### config.mk
export PLATFORM = sky130hd
export DESIGN_NAME = pm_pin_ctrl
export DESIGN_NICKNAME = d
export VERILOG_FILES = /design/src/rtl/pm_pkg.sv /design/src/rtl/pm_sync.sv /design/src/rtl/pm_sd_detect.sv /design/src/rtl/pm_regfile.sv /design/src/rtl/pm_pin_mux.sv /design/src/rtl/pm_pin_ctrl.sv
export SDC_FILE = /design/constraint.sdc
export NUM_CORES = 1
export LEC_CHECK = 0
export BUFFER_PORTS_ARGS = -buffer_cell sky130_fd_sc_hd__buf_2
export CELL_PAD_IN_SITES_DETAIL_PLACEMENT = 0
export CELL_PAD_IN_SITES_GLOBAL_PLACEMENT = 1
export CORE_ASPECT_RATIO = 1.4
export CORE_MARGIN = 5
export CORE_UTILIZATION = 38
export DETAILED_ROUTE_END_ITERATION = 10
export PLACE_DENSITY_LB_ADDON = 0.1
export SLEW_MARGIN = 20
export SYNTH_ARGS = -nofsm -noshare
export SYNTH_HDL_FRONTEND = slang
export SYNTH_SLANG_ARGS = --single-unit
### constraint.sdc
create_clock -name clk -period 1.6 [get_ports clk]
set_input_delay 0 -clock clk [delete_from_list [all_inputs] [get_ports clk]]
set_output_delay 0 -clock clk [all_outputs]
set_load 0.01 [all_outputs]
### src/rtl/pm_pkg.sv
package pm_pkg;

   typedef enum logic [1:0] {
      PM_HWEN    = 2'd0,
      PM_GPIO    = 2'd1,
      PM_PATTERN = 2'd2
   } pin_role_e;

   // bit0 = 0 -> enable input; else bit1 picks pattern (1) or gpio (0)
   function automatic pin_role_e decode_role(input logic [1:0] sel);
      if (!sel[0])
         return PM_HWEN;
      else if (sel[1])
         return PM_PATTERN;
      else
         return PM_GPIO;
   endfunction

   localparam int MODE_BITS = 4;
   localparam int LVL_BIT   = 4;
   localparam int UNI_BIT   = 2;

endpackage

### src/rtl/pm_sync.sv
module pm_sync #(
   parameter int   STAGES  = 2,
   parameter logic RST_VAL = 1'b1
) (
   input  logic clk,
   input  logic rst_n,
   input  logic d,
   output logic q
);

   generate
      if (STAGES < 2) begin : g_bad_stages
         $error("pm_sync: STAGES must be at least 2");
      end
   endgenerate

   logic [STAGES-1:0] chain_q;

   generate
      for (genvar s = 0; s < STAGES; s++) begin : g_stage
         always_ff @(posedge clk or negedge rst_n) begin
            if (!rst_n)
               chain_q[s] <= RST_VAL;
            else if (s == 0)
               chain_q[s] <= d;
            else
               chain_q[s] <= chain_q[(s == 0) ? 0 : s-1];
         end
      end
   endgenerate

   assign q = chain_q[STAGES-1];

endmodule

### src/rtl/pm_sd_detect.sv
module pm_sd_detect #(
   parameter int CONFIRM = 2
) (
   input  logic clk,
   input  logic rst_n,
   input  logic pin_lvl,
   input  logic hwen_mode,
   output logic sd
);

   generate
      if (CONFIRM < 1) begin : g_bad_confirm
         $error("pm_sd_detect: CONFIRM must be at least 1");
      end
   endgenerate

   localparam int CW = $clog2(CONFIRM + 1);

   logic [CW-1:0] low_cnt_q;
   logic          sat;

   assign sat = (low_cnt_q >= CW'(CONFIRM - 1));

   always_ff @(posedge clk or negedge rst_n) begin
      if (!rst_n) begin
         low_cnt_q <= '0;
         sd        <= 1'b0;
      end else begin
         if (pin_lvl)
            low_cnt_q <= '0;
         else if (low_cnt_q != CW'(CONFIRM))
            low_cnt_q <= low_cnt_q + 1'b1;
         sd <= hwen_mode && !pin_lvl && sat;
      end
   end

endmodule

### src/rtl/pm_regfile.sv
module pm_regfile
   import pm_pkg::*;
#(
   parameter int              AW        = 8,
   parameter int              DW        = 8,
   parameter int              BRT_W     = 7,
   parameter logic [AW-1:0]   ADDR_MODE = 8'h80,
   parameter logic [AW-1:0]   ADDR_GP   = 8'h10,
   parameter logic [AW-1:0]   ADDR_BRA  = 8'hA0,
   parameter logic [AW-1:0]   ADDR_BRB  = 8'hA1
) (
   input  logic                 clk,
   input  logic                 rst_n,
   input  logic                 clr,
   input  logic                 wr,
   input  logic [AW-1:0]        addr,
   input  logic [DW-1:0]        wdata,
   input  logic                 pin_lvl,
   output logic [DW-1:0]        rdata,
   output logic [MODE_BITS-1:0] mode_bits,
   output logic                 unison,
   output logic [BRT_W-1:0]     brt_a,
   output logic [BRT_W-1:0]     brt_b
);

   generate
      if (DW <= LVL_BIT || BRT_W > DW) begin : g_bad_width
         $error("pm_regfile: DW too narrow for the register layout");
      end
   endgenerate

   logic unused_wdata;
   assign unused_wdata = ^wdata;

   always_ff @(posedge clk or negedge rst_n) begin
      if (!rst_n) begin
         mode_bits <= '0;
         unison    <= 1'b0;
         brt_a     <= '0;
         brt_b     <= '0;
      end else if (clr) begin
         mode_bits <= '0;
         unison    <= 1'b0;
         brt_a     <= '0;
         brt_b     <= '0;
      end else if (wr) begin
         if (addr == ADDR_MODE) mode_bits <= wdata[MODE_BITS-1:0];
         if (addr == ADDR_GP)   unison    <= wdata[UNI_BIT];
         if (addr == ADDR_BRA)  brt_a     <= wdata[BRT_W-1:0];
         if (addr == ADDR_BRB)  brt_b     <= wdata[BRT_W-1:0];
      end
   end

   always_comb begin
      rdata = '0;
      if (!clr) begin
         if (addr == ADDR_MODE) begin
            rdata[MODE_BITS-1:0] = mode_bits;
            rdata[LVL_BIT]       = pin_lvl;
         end else if (addr == ADDR_GP) begin
            rdata[UNI_BIT] = unison;
         end else if (addr == ADDR_BRA) begin
            rdata[BRT_W-1:0] = brt_a;
         end else if (addr == ADDR_BRB) begin
            rdata[BRT_W-1:0] = brt_b;
         end
      end
   end

endmodule

### src/rtl/pm_pin_mux.sv
module pm_pin_mux
   import pm_pkg::*;
(
   input  logic [MODE_BITS-1:0] mode_bits,
   input  logic                 pat_bit,
   input  logic                 sd,
   output logic                 pin_oe,
   output logic                 pin_out
);

   pin_role_e role;

   assign role = decode_role(mode_bits[1:0]);

   always_comb begin
      pin_oe  = 1'b0;
      pin_out = 1'b0;
      if (!sd) begin
         unique case (role)
            PM_PATTERN: pin_oe = !pat_bit;
            PM_GPIO: begin
               pin_oe  = mode_bits[3];
               pin_out = mode_bits[2];
            end
            default: pin_oe = 1'b0;
         endcase
      end
   end

endmodule

### src/rtl/pm_pin_ctrl.sv
module pm_pin_ctrl
   import pm_pkg::*;
#(
   parameter int            AW          = 8,
   parameter int            DW          = 8,
   parameter int            BRT_W       = 7,
   parameter int            SYNC_STAGES = 2,
   parameter int            CONFIRM     = 2,
   parameter int            N_SINK      = 2,
   parameter logic [AW-1:0] ADDR_MODE   = 8'h80,
   parameter logic [AW-1:0] ADDR_GP     = 8'h10,
   parameter logic [AW-1:0] ADDR_BRA    = 8'hA0,
   parameter logic [AW-1:0] ADDR_BRB    = 8'hA1
) (
   input  logic              clk,
   input  logic              rst_n,
   input  logic              bus_wr,
   input  logic [AW-1:0]     bus_addr,
   input  logic [DW-1:0]     bus_wdata,
   output logic [DW-1:0]     bus_rdata,
   input  logic              pin_in,
   input  logic              pat_bit,
   output logic              pin_oe,
   output logic              pin_out,
   output logic              shutdown,
   output logic [BRT_W-1:0]  ch_a_code,
   output logic [BRT_W-1:0]  ch_b_code,
   output logic [N_SINK-1:0] sink_oe
);

   generate
      if (N_SINK != 2) begin : g_bad_sinks
         $error("pm_pin_ctrl: exactly two sink channels are supported");
      end
   endgenerate

   logic                 pin_lvl;
   logic                 sd;
   logic [MODE_BITS-1:0] mode_bits;
   logic                 unison;
   logic [BRT_W-1:0]     brt_a;
   logic [BRT_W-1:0]     brt_b;
   logic [BRT_W-1:0]     code_q [N_SINK];

   pm_sync #(.STAGES(SYNC_STAGES), .RST_VAL(1'b1)) sync_i (
      .clk   (clk),
      .rst_n (rst_n),
      .d     (pin_in),
      .q     (pin_lvl)
   );

   pm_sd_detect #(.CONFIRM(CONFIRM)) sd_i (
      .clk       (clk),
      .rst_n     (rst_n),
      .pin_lvl   (pin_lvl),
      .hwen_mode (decode_role(mode_bits[1:0]) == PM_HWEN),
      .sd        (sd)
   );

   pm_regfile #(
      .AW(AW), .DW(DW), .BRT_W(BRT_W),
      .ADDR_MODE(ADDR_MODE), .ADDR_GP(ADDR_GP),
      .ADDR_BRA(ADDR_BRA), .ADDR_BRB(ADDR_BRB)
   ) regs_i (
      .clk       (clk),
      .rst_n     (rst_n),
      .clr       (sd),
      .wr        (bus_wr),
      .addr      (bus_addr),
      .wdata     (bus_wdata),
      .pin_lvl   (pin_lvl),
      .rdata     (bus_rdata),
      .mode_bits (mode_bits),
      .unison    (unison),
      .brt_a     (brt_a),
      .brt_b     (brt_b)
   );

   pm_pin_mux mux_i (
      .mode_bits (mode_bits),
      .pat_bit   (pat_bit),
      .sd        (sd),
      .pin_oe    (pin_oe),
      .pin_out   (pin_out)
   );

   assign code_q[0] = brt_a;
   assign code_q[1] = unison ? brt_a : brt_b;

   generate
      for (genvar c = 0; c < N_SINK; c++) begin : g_sink
         assign sink_oe[c] = !sd && (code_q[c] != '0);
      end
   endgenerate

   assign ch_a_code = code_q[0];
   assign ch_b_code = code_q[1];
   assign shutdown  = sd;

endmodule

# Yosys cells after proc, flatten, opt, wreduce, memory -nomap -nowiden
# Cells that the tools add are included.
# word_totals
ff_bits,24
input_bits,21
elab_cells,66
# op_classes
addsub,1
n_lt_le_gt_ge,1
eq_ne,7
n_mux,29
n_reduce_logical,20
# op_table
operator,n
7-bit two-way mux,10
"8-bit == test, second input constant",3
4-bit two-way mux,4
7-bit nonzero test,2
2-bit two-way mux,6
2-bit nonzero test,6
"8-bit by 5-bit == test with 1-bit output, second input constant",1
2-bit AND reduction,4
1-bit two-way mux,7
5-bit two-way mux,1
1-bit logical AND,4
1-bit logical NOT,3
"2-bit by 1-bit adder with 2-bit output, second input constant",1
"2-bit by 1-bit == test with 1-bit output, second input constant",1
"2-bit == test, second input constant",1
"2-bit by 1-bit >= comparator with 1-bit output, second input constant",1
2-bit logical NOT,1
"2-bit inequality test, second input constant",1
1-bit one-hot mux with 2 select lines,1

# Logic depth before layout (Yosys ltp)
# logic_depth
word_depth,6
mapped_depth,4

# Modules after synthesis
# From an unflattened synthesis, not the netlist that was laid out.
# hier_totals
cells_unflattened,138
hier_area_um2,1455.1
# modules_own_cells
mod,n_inst,cells_each,area_each_um2,seq_area_each_um2
pm_regfile,1,103,1087.3,475.5
pm_pin_ctrl,1,17,147.6,0.0
pm_sd_detect,1,12,141.4,75.1
pm_sync,1,2,52.6,52.6
pm_pin_mux,1,4,26.3,0.0

# Worst setup path before layout
# No wires, ideal clock.
# synth_path
path_kind,input port to flip-flop
startpoint,in bus_addr[6]
endpoint,reg regs_i.mode_bits[2]
arrival_time_ns,1.323
slack_ns,0.152
cell_stages,4
path_buffers,1
cell_sequence,or4_4 > or4_4 > buf_6 > mux2i_1
# synth_via
elab_chain_cells,3
# synth_rtl
item,line_no,source
start: declaration,pm_pin_ctrl.sv:18,"input logic [AW-1:0] bus_addr,"
8-bit == test,pm_regfile.sv:47,if (addr == ADDR_MODE) mode_bits <= wdata[MODE_BITS-1:0];
2-bit nonzero test (no line),n/a,
2-bit AND reduction (no line),n/a,
end signal: assignment,pm_regfile.sv:47,
end: declaration,pm_regfile.sv:20,"output logic [MODE_BITS-1:0] mode_bits,"
# Every way passes these cells.
# A chain may end at the register's enable or synchronous reset.

# Worst setup path in the final report
# layout_path
startpoint,reg regs_i.unison
endpoint,out sink_oe[1]
# layout_via
elab_chain_cells,3
# layout_rtl
item,line_no,source
start: declaration,pm_regfile.sv:21,"output logic unison,"
start signal: assignment,pm_regfile.sv:48,if (addr == ADDR_GP) unison <= wdata[UNI_BIT];
7-bit two-way mux,pm_pin_ctrl.sv:88,assign code_q[1] = unison ? brt_a : brt_b;
7-bit nonzero test,pm_pin_ctrl.sv:92,assign sink_oe[c] = !sd && (code_q[c] != '0);
1-bit logical AND,pm_pin_ctrl.sv:92,
end: declaration,pm_pin_ctrl.sv:28,output logic [N_SINK-1:0] sink_oe
# Every way passes these cells.

==> impl_results.md <==
* Row count at 26
* Fmax at 0.623 GHz
* Worst slew pin tran at 558 ps
* Worst path cell trace: mux2_4 -> nor4_4 -> a21oi_1 -> buf_2
* Crit path DAT at 1610 ps
* Largest net degree at the start of global routing at 25
* Yosys cell types at 30
* First-pass GRT wire length at 6570 um
* Bufs on Longest Clock Path at 2
* Power Dens Cells at 1030 nW/um^2
* Synthesized area per cell at 10.5 sq um
* Vias in the first global route at 1,290
* Minimum clock period at 1610 ps
* Yosys warns at 0
* Async SR Flop Fraction at 100%
* Clock buffer count from CTS at 3
* # diodes at 0
* Failing checks: negative setup slack
* Clock latency on the worst-skew pair at 260 ps
* Worst Path Required at 1600 ps
* Sink Count at 24
* Routed wl met3 at 247 um
* WHS at 2.33 ps
* Die width at 62.7 um
* Total global routing overflow at 0
* Routed metal-1 wirelength at 1700 um
* Hold Vio Cnt, Final at 0
* Starting DRT DRC Count at 70
* Hold/Removal Path Class: input pin to flip-flop
* Routed WL at 3840 um
* Gr usage total at 15.2%
* CP max-delay cell: dfrtp_2
* Net Count, Synth at 163
* Final setup violation count at 1
* FF+latch area at 604 sq um
* EDFF count, synth at 0
* GPL Wtd Cong at 0.741
* Fin Clk Skew at 2.82 ps
* Initial core utilization at 39.8%
* Status: finished, violations left
* Synthesis-to-finish area growth at 29.3%
* Highest metal used: met4
* CP Class: flip-flop to output pin
* Crit-path leading delay family: flip-flops
* Port Buffers at 45
* Final net count at 213
* Clk root buf: clkbuf_8
* Max_slew headroom at 62.8%
* H-tree depth at 1
* Synth Flop Type: dfrtp_1
* DR WL/cell at 16.6 um
* Crit start category: flip-flop
* Final Worst Setup Slack at -5.96 ps
* Worst vdd ir at 0.000587 V
* Post-layout util at 51.5%
* Remaining DRCs at 0
* Setup TNS at -5.96 ps
* # fillers at 371
* DIE AREA at 5250 sq um
* Via count at 1,196
* Unrepaired setup endpoints after global routing: true
* TritonRoute pass-1 iters at 4
* Crit end category: output pin
* Routed Antenna Nets at 0
* I/O Pins at 48
* Post-synthesis sequential area ratio at 40.8%
* Met2 WL post-DR at 1880 um
* Leak Pwr at 0.000980 uW
* Max Cap Violations at 0
* Vias per cell at 5.18
* Seq cells post-synth at 24
* Antenna violations before repair at 0
* Clock tree from TritonCTS: built
* Mapped Cells at 140
* Final period util at 100%
* Cell Area, Synth at 1480 sq um
* Clock transition at path regs at 80 ps
* Die height at 83.8 um
* Area of the multi-input gates at 860 sq um
* WP buf/inv at 1
* Worst-path fanout max at 6
* Share of cells above drive strength 1 at 39.7%
* Core footprint at 3710 sq um
* Crit-path max cell delay at 490 ps
* DP Cell Count at 224
* Post-DP HPWL at 2930 um
* Max Slew Vio Count at 0
* Finished Layout Cells at 231
-- final cells by class --
type                            instances  area share (%)
Timing Repair Buffer                   53            16.3
Inverter                                3           0.590
Clock buffer                            3            2.16
Sequential cell                        24            31.7
Multi-Input combinational cell        105            45.0
Clock inverter                          1            1.57
Tap cell                               42            2.75
-- synthesized netlist by cell type, drive strengths merged, types with 3 or more instances --
master	instances	area share, %
nor3	6	2.0
nor4	4	2.7
mux2i	22	15
inv	3	0.76
nor2	8	2.0
nand2b	29	12
dfrtp	22	37
clkbuf	6	1.5
a22oi	4	2.0
mux2	12	9.2
-- metal layers --
layer	GRT usage [%]	vias up
met2	25.5	34
met1	19.4	571
li1	-	589
met4	3.47	0
met5	0	-
met3	4.04	2
-- kinds of logic (layout without fill, tap and decap cells) --
group | count (synthesis) | count (layout) | synth area share (%)
other cells | 1 | 1 | 0.254
buf+inv | 11 | 60 | 3.56
simple gates | 57 | 57 | 24.0
fa+ha+maj | 2 | 2 | 1.69
xor+xnor | 1 | 1 | 0.593
mux | 34 | 34 | 24.1
compound gates | 10 | 10 | 5.00
flops | 24 | 24 | 40.8
-- power breakdown --
group / leakage (uW) / switching (uW) / internal (uW)
clock: 0.0000357 / 197 / 334
combinational: 0.000622 / 329 / 333
sequential: 0.000323 / 91.0 / 692
-- final timing paths --
check / start / to / slack, ps / depth (start not counted)
worst max-delay path: regs_i.unison / sink_oe[1] / -6 / 4
worst min-delay path: bus_wdata[6] / regs_i.brt_a[6] / 2 / 3
worst max register to register: sd_i.sd / regs_i.brt_a[0] / 530 / 3
worst min register to register: sync_i.chain_q[0] / sync_i.q / 360 / 0
max in group asynchronous: rst_n / regs_i.unison / 950 / 2
min in group asynchronous: rst_n / regs_i.unison / 260 / 2
-- sequential cells by signal, summed over array words and instances, names as in the netlist --
name	count
regs_i.brt_a	7
regs_i.brt_b	7
regs_i.mode_bits	4
sd_i.low_cnt_q	2
regs_i.unison	1
sd_i.sd	1
sync_i.chain_q	1
sync_i.q	1
-- metrics by stage --
step           setup slack, ps  power (uW)  area (sq um)
4_1_cts                  -6.36        1980          1890
3_5_place_dp              54.8        1410          1760
6_report                 -5.96        1980          1910
3_3_place_gp              63.2        1400          1760
5_1_grt                  -83.0        2110          1910
2_1_floorplan              152        1180          1480
-- cell usage in the layout (no fill, tap or decap) --
cell           netlist  final
a2111o_1             1      1
a211oi_1             1      1
a21oi_1              2      2
a221oi_1             1      1
a22oi_1              4      4
and3b_1              1      1
buf_12               0      1
buf_2                0     45
buf_4                1      3
buf_6                1      2
bufinv_16            0      1
clkbuf_8             0      3
conb_1               1      1
dfrtp_1             22     21
dfrtp_2              0      1
dfstp_2              2      2
dlygate4sd3_1        0      2
ha_1                 2      2
inv_1                3      3
mux2_2              12      7
mux2_4               0      5
mux2i_1             22     22
nand2_1              1      1
nand2b_1            29     29
nand3_1              1      1
nand4_1              2      2
nor2_1               8      8
nor2b_1              1      1
nor3_1               6      5
nor3_2               0      1
nor3b_1              1      1
nor4_1               3      2
nor4_4               1      2
o22ai_1              1      1
or3_1                1      1
or4_4                2      2
xor2_1               1      1
-- worst register-to-register path: stages, from the launching register on --
cell	delay [ps]
dfrtp_1	430
buf_4	210
nand2b_1	210
mux2i_1	150
-- what timing repair did --
action,in CTS,in global routing
cloned,0,0
hold buffers,2,0
hold endpoints to repair,23,0
buffers inserted,1,0
resized for setup,8,3
pin swaps,2,0
setup endpoints to repair,1,1
(Power assumes the default switching activity.)
